==> config.mk <==
export PLATFORM = sky130hd
export DESIGN_NAME = rtcRegIf
export DESIGN_NICKNAME = d
export VERILOG_FILES = /design/src/rtl/rtcRegPkg.sv /design/src/rtl/rtcRegCtrl.sv /design/src/rtl/rtcFlagUnit.sv /design/src/rtl/rtcRegData.sv /design/src/rtl/rtcRegIf.sv
export SDC_FILE = /design/constraint.sdc
export NUM_CORES = 1
export LEC_CHECK = 0
export BUFFER_PORTS_ARGS = -buffer_cell sky130_fd_sc_hd__buf_2
export CAP_MARGIN = 20
export CORE_MARGIN = 2
export CORE_UTILIZATION = 70
export CTS_BUF_LIST = sky130_fd_sc_hd__clkbuf_4 sky130_fd_sc_hd__clkbuf_8
export CTS_CLUSTER_DIAMETER = 30
export DETAILED_ROUTE_END_ITERATION = 10
export PLACE_DENSITY = 0.87
export SLEW_MARGIN = 20
export SYNTH_ARGS = -nofsm -noshare
export SYNTH_HDL_FRONTEND = slang
export SYNTH_SLANG_ARGS = --single-unit
==> constraint.sdc <==
create_clock -name clk -period 4.51 [get_ports clk]
set_input_delay 0 -clock clk [delete_from_list [all_inputs] [get_ports clk]]
set_output_delay 0 -clock clk [all_outputs]
set_load 0.01 [all_outputs]
==> src/rtl/rtcRegPkg.sv <==
package rtcRegPkg;
  localparam int REG_W   = 8;
  localparam int TOD_CNT = 10;
  localparam int IDX_A   = TOD_CNT;
  localparam int IDX_B   = TOD_CNT + 1;
  localparam int IDX_C   = TOD_CNT + 2;
  localparam int IDX_D   = TOD_CNT + 3;
  localparam int GP_BASE = TOD_CNT + 4;
  localparam int EVT_N   = 3;
  localparam int FLAG_LSB = 4;
  localparam logic [REG_W-1:0] VALID_WORD = 8'h80;

  typedef enum logic [2:0] {
    SEL_NONE, SEL_MEM, SEL_A, SEL_B, SEL_C, SEL_D
  } rdSel_e;

  typedef struct packed {
    logic idxWr;
    logic memWr;
    logic aWr;
    logic bWr;
    logic flagClr;
  } hostStrobe_t;
endpackage

==> src/rtl/rtcRegCtrl.sv <==
module rtcRegCtrl
  import rtcRegPkg::*;
#(
  parameter int IDX_W = 6
) (
  input  logic              wrEn,
  input  logic              rdEn,
  input  logic              portSel,
  input  logic [IDX_W-1:0]  curIdx,
  output hostStrobe_t       strobe,
  output rdSel_e            rdSel
);
  logic isA, isB, isC, isD, isMem, dataWr, dataRd;

  always_comb begin
    isA    = (curIdx == IDX_W'(IDX_A));
    isB    = (curIdx == IDX_W'(IDX_B));
    isC    = (curIdx == IDX_W'(IDX_C));
    isD    = (curIdx == IDX_W'(IDX_D));
    isMem  = !(isA || isB || isC || isD);
    dataWr = wrEn && portSel;
    dataRd = rdEn && portSel && !wrEn;
  end

  always_comb begin
    strobe.idxWr   = wrEn && !portSel;
    strobe.memWr   = dataWr && isMem;
    strobe.aWr     = dataWr && isA;
    strobe.bWr     = dataWr && isB;
    strobe.flagClr = dataRd && isC;
  end

  always_comb begin
    rdSel = SEL_NONE;
    if (dataRd) begin
      if (isA)      rdSel = SEL_A;
      else if (isB) rdSel = SEL_B;
      else if (isC) rdSel = SEL_C;
      else if (isD) rdSel = SEL_D;
      else          rdSel = SEL_MEM;
    end
  end

  // at most one write target, never the flag or valid register
  always_comb begin
    a_r8_one_target: assert ($onehot0({strobe.memWr, strobe.aWr, strobe.bWr, strobe.idxWr}));
  end
endmodule

==> src/rtl/rtcFlagUnit.sv <==
module rtcFlagUnit
  import rtcRegPkg::*;
(
  input  logic             clk,
  input  logic             rstN,
  input  logic [EVT_N-1:0] evt,
  input  logic [EVT_N-1:0] enable,
  input  logic             clr,
  output logic [EVT_N-1:0] flags,
  output logic             summary
);
  always_ff @(posedge clk or negedge rstN) begin
    if (!rstN) flags <= '0;
    else       flags <= (clr ? '0 : flags) | evt;
  end

  always_comb summary = |(flags & enable);

  a_r5_sticky: assert property (@(posedge clk) disable iff (!rstN)
    (!clr && evt == '0) |=> $stable(flags));
  a_r7_clear: assert property (@(posedge clk) disable iff (!rstN)
    (clr && evt == '0) |=> (flags == '0));
  a_r7_event_wins: assert property (@(posedge clk) disable iff (!rstN)
    (evt != '0) |=> ((flags & $past(evt)) == $past(evt)));
endmodule

==> src/rtl/rtcRegData.sv <==
module rtcRegData
  import rtcRegPkg::*;
#(
  parameter int DEPTH = 64,
  parameter int IDX_W = 6
) (
  input  logic              clk,
  input  logic              rstN,
  input  hostStrobe_t       strobe,
  input  rdSel_e            rdSel,
  input  logic [REG_W-1:0]  wrData,
  input  logic              updateBusy,
  input  logic [EVT_N-1:0]  flags,
  input  logic              summary,
  output logic [IDX_W-1:0]  curIdx,
  output logic [REG_W-1:0]  regB,
  output logic [REG_W-2:0]  regALow,
  output logic [REG_W-1:0]  rdData
);
  logic [REG_W-1:0] mem [DEPTH];

  always_ff @(posedge clk or negedge rstN) begin
    if (!rstN) curIdx <= '0;
    else if (strobe.idxWr) curIdx <= wrData[IDX_W-1:0];
  end

  always_ff @(posedge clk or negedge rstN) begin
    if (!rstN) begin
      regALow <= '0;
      regB    <= '0;
    end else begin
      if (strobe.aWr) regALow <= wrData[REG_W-2:0];
      if (strobe.bWr) regB    <= wrData;
    end
  end

  for (genvar g = 0; g < DEPTH; g++) begin : g_cell
    always_ff @(posedge clk or negedge rstN) begin
      if (!rstN) mem[g] <= '0;
      else if (strobe.memWr && curIdx == IDX_W'(g)) mem[g] <= wrData;
    end
  end

  always_comb begin
    unique case (rdSel)
      SEL_MEM: rdData = mem[curIdx];
      SEL_A:   rdData = {updateBusy, regALow};
      SEL_B:   rdData = regB;
      SEL_C:   rdData = {summary, flags, {FLAG_LSB{1'b0}}};
      SEL_D:   rdData = VALID_WORD;
      default: rdData = '0;
    endcase
  end

  a_r1_idx_hold: assert property (@(posedge clk) disable iff (!rstN)
    !strobe.idxWr |=> $stable(curIdx));
  a_r1_idx_load: assert property (@(posedge clk) disable iff (!rstN)
    strobe.idxWr |=> (curIdx == $past(wrData[IDX_W-1:0])));
  a_r3_busy_bit: assert property (@(posedge clk) disable iff (!rstN)
    (rdSel == SEL_A) |-> (rdData[REG_W-1] == updateBusy));
  a_r4_b_hold: assert property (@(posedge clk) disable iff (!rstN)
    !strobe.bWr |=> $stable(regB));
endmodule

==> src/rtl/rtcRegIf.sv <==
module rtcRegIf
  import rtcRegPkg::*;
#(
  parameter int DEPTH = 64
) (
  input  logic             clk,
  input  logic             rstN,
  input  logic             wrEn,
  input  logic             rdEn,
  input  logic             portSel,
  input  logic [7:0]       wrData,
  output logic [7:0]       rdData,
  input  logic             updateBusy,
  input  logic             updateEndEvt,
  input  logic             alarmEvt,
  input  logic             periodicEvt,
  output logic [7:0]       modeBits,
  output logic [3:0]       rateSel,
  output logic [2:0]       divSel,
  output logic             irq
);
  localparam int IDX_W = $clog2(DEPTH);

  hostStrobe_t      strobe;
  rdSel_e           rdSel;
  logic [IDX_W-1:0] curIdx;
  logic [REG_W-1:0] regB;
  logic [REG_W-2:0] regALow;
  logic [EVT_N-1:0] flags;
  logic             summary;

  rtcRegCtrl #(.IDX_W(IDX_W)) u_ctrl (
    .wrEn(wrEn), .rdEn(rdEn), .portSel(portSel), .curIdx(curIdx),
    .strobe(strobe), .rdSel(rdSel)
  );

  rtcRegData #(.DEPTH(DEPTH), .IDX_W(IDX_W)) u_data (
    .clk(clk), .rstN(rstN), .strobe(strobe), .rdSel(rdSel), .wrData(wrData),
    .updateBusy(updateBusy), .flags(flags), .summary(summary),
    .curIdx(curIdx), .regB(regB), .regALow(regALow), .rdData(rdData)
  );

  rtcFlagUnit u_flags (
    .clk(clk), .rstN(rstN),
    .evt({periodicEvt, alarmEvt, updateEndEvt}),
    .enable(regB[FLAG_LSB+EVT_N-1:FLAG_LSB]),
    .clr(strobe.flagClr), .flags(flags), .summary(summary)
  );

  always_comb begin
    modeBits = regB;
    rateSel  = regALow[3:0];
    divSel   = regALow[6:4];
    irq      = summary;
  end

  // a request cannot appear without a pending flag and its enable
  a_r6_irq_cause: assert property (@(posedge clk) disable iff (!rstN)
    irq |-> (flags != '0 && modeBits[6:4] != 3'b000));
endmodule

==> results.sh <==
export IMPL_status="complete, no violations"
export IMPL_p_comb_frac=0.161
export IMPL_total_power_mw=14.3
export IMPL_maxCapViolations=0
export IMPL_drt_total_wl_um=62400
export IMPL_place_hpwl_um=37600
export IMPL_cts_max_path_buffers=3
export IMPL_ys_warnings_count=0
export IMPL_critPathMaxFanout=43
export IMPL_nets=1720
export IMPL_dieHeight_um=192
export IMPL_synth_avg_cell_area_sq_um=14.7
export IMPL_fill_cells=1757
export IMPL_die_w_um=192
export IMPL_fin_worst_skew_ns=0.0306
export IMPL_irDropWorstVdd_uv=448
export IMPL_synth_ff_type="dfrtp_1"
export IMPL_rsz0062_at_grt="false"
export IMPL_path_clk_slew_ns=0.07
export IMPL_endpoint_kind="output pin"
export IMPL_p_sw_frac=0.271
export IMPL_power_frac_clock=0.410
export IMPL_place_inst=2044
export IMPL_synthArstFlopShare=1.00
export IMPL_antenna_found_initial=0
export IMPL_final_common_cell="dfrtp_1"
export IMPL_worstMarginPinSlew_ns=1.10
export IMPL_root_buffer="clkbuf_8"
export IMPL_portBuffers=40
export IMPL_period_needed_ns=4.11
export IMPL_switchingPower_mw=3.87
export IMPL_synth_edff_count=0
export IMPL_grt_max_degree=116
export IMPL_finalSetupViolations=0
export IMPL_worst_setup_path_type="flip-flop to output pin"
export IMPL_grt_overflow_total=0
export IMPL_clock_sinks=536
export IMPL_p_leak_nw=13.3
export IMPL_gp_congestion=0.899
export IMPL_via_per_inst=6.89
export IMPL_via_count=15500
export IMPL_die_area_sq_um=36800
export IMPL_syn_nets=1692
export IMPL_syn_to_final_growth_pct=12.0
export IMPL_critPathLaunchType="flip-flop"
export IMPL_drtAntennaViolNets=0
export IMPL_clkLatencyLatePin_ns=0.68
export IMPL_drtPass1Iterations=6
export IMPL_ioPinCount=41
export IMPL_intPower_mw=10.4
export IMPL_slew_viol_final=0
export IMPL_cts_max_level=3
export IMPL_cts_tree="built"
export IMPL_critPathRequiredTime_ns=4.51
export IMPL_p_per_area_nw_per_um2=515
export IMPL_fin_util=0.799
export IMPL_fmax_mhz=243
export IMPL_hold_class="input pin to async pin"
export IMPL_hold_viol_final=0
export IMPL_slew_headroom=0.267
export IMPL_final_cell_mix="dfrtp_1 (532), mux2_2 (496), clkbuf_8 (125), mux2i_1 (88), mux4_2 (87)"
export IMPL_pwr_share_seq=0.429
export IMPL_antenna_cells=0
export IMPL_synth_seq_area_share=0.543
export IMPL_grt_pass1_vias=16200
export IMPL_synth_cell_types=52
export IMPL_syn_area_sq_um=24700
export IMPL_instances_no_fill=2248
export IMPL_ys_ff_latch=536
export IMPL_initial_core_util=0.713
export IMPL_period_share=0.911
export IMPL_rows=68
export IMPL_drt_initial_drc_count=1301
export IMPL_timing_rr_end="u_data.mem[81]"
export IMPL_synth_cells=1675
export IMPL_wl_per_cell_um=27.8
export IMPL_cp_arrival_ns=4.11
export IMPL_reg2reg_depth=5
export IMPL_grtUsageTotal=0.353
export IMPL_reg2reg_from="u_data.curIdx[0]"
export IMPL_core_area_sq_um=34600
export IMPL_grt_pass1_wl_um=96800
export IMPL_setup_tns_final_ns=0
export IMPL_layout_drive_gt1_share=0.497
export IMPL_drc=0
export IMPL_cts_buffers_inserted=105
export IMPL_reg2reg_slack_ns=1.18
[through the flow]
step	hold WS, ns	area, sq um	worst slack (ns)
floorplan	-0.296	24700	2.52
detailed placement	0.0819	25000	1.29
CTS	0.00368	27700	0.532
global route	0.0557	27700	0.313
finish	0.0306	27700	0.400
global placement	0.0745	25000	1.07
[cells in the mapped netlist, drive strengths merged (4+ instances only)]
master	instances	area (sq um)
a211o	4	35.0
nand4	6	37.5
mux2	517	5820
a211oi	23	173
mux2i	88	881
nand3	16	105
o22ai	30	188
nor2	42	268
nor2b	10	62.6
mux4	87	1960
clkbuf	98	368
o31ai	6	45.0
or2	10	62.6
a222oi	4	40.0
a21oi	12	60.1
a22oi	6	45.0
o21ai	16	80.1
nand2b	8	50.1
buf	56	429
dfrtp	536	13400
and2	4	25.0
nand2	60	238
a221o	4	40.0
nor3	9	105
a2111oi	5	43.8
[cell families after synthesis]
logic type      Yosys count  share of synthesized area
mux                     692                      0.351
compound gates          117                     0.0326
buf+inv                 156                     0.0326
simple gates            174                     0.0413
flops                   536                      0.543
[power groups by stage]
stage	clock network (mW)	logic, mW	registers [mW]
finish	5.85	2.30	6.11
global route	6.12	2.42	6.18
CTS	5.89	2.28	6.09
detailed placement	0	2.24	6.15
global placement	0	2.15	6.08
floorplan	0	1.72	5.94
[area by class of cell]
type                    instances  area (sq um)  share of cell area
multi-input cells             983         10500               0.379
inverters                       2          7.51            0.000271
flip-flops and latches        536         13400               0.485
clock inverters                55           742              0.0268
well taps                     455           569              0.0206
clock buffers                 142          1850              0.0668
repair buffers                 75           593              0.0214
[sequential cells by signal, summed over array words and instances (netlist names)]
| name | cells |
|---|---|
| u_data.mem | 512 |
| u_flags.flags | 3 |
| u_data.curIdx | 6 |
| u_data.regB | 8 |
| u_data.regALow | 7 |
[worst max-delay path: stages, from the launching register on]
cell,delay [ns]
dfrtp_4,1.02
mux4_2,0.62
mux2i_1,0.17
nor2_1,0.09
a2111oi_1,0.94
a221o_1,0.22
o31ai_1,0.11
buf_2,0.20
[per-layer routing]
metal | up-vias | part of all wire | track usage | wire, um
li1 | 6250 | - | - | -
met1 | 8183 | 0.40 | 0.482 | 24800
met2 | 841 | 0.47 | 0.550 | 29500
met3 | 209 | 0.088 | 0.0855 | 5510
met4 | 0 | 0.041 | 0.151 | 2570
met5 | - | 0 | 0 | 0
[worst max path at each step]
stage	startpoint	to	slack, ns	cells after the start
floorplan	u_data.curIdx[4]	u_data.mem[144]	2.52	7
global placement	u_data.curIdx[0]	rdData[1]	1.07	7
detailed placement	u_data.curIdx[0]	rdData[1]	1.29	7
CTS	u_data.curIdx[0]	rdData[1]	0.53	7
global route	u_data.curIdx[0]	rdData[1]	0.31	7
finish	u_data.curIdx[0]	rdData[1]	0.40	7
[what timing repair did]
item,4_1_cts,5_1_grt
hold endpoints to repair,246,0
setup endpoints to repair,0,0
buffers inserted,0,0
resized for setup,0,0
hold buffers,7,0
(Power assumes the default switching activity.)
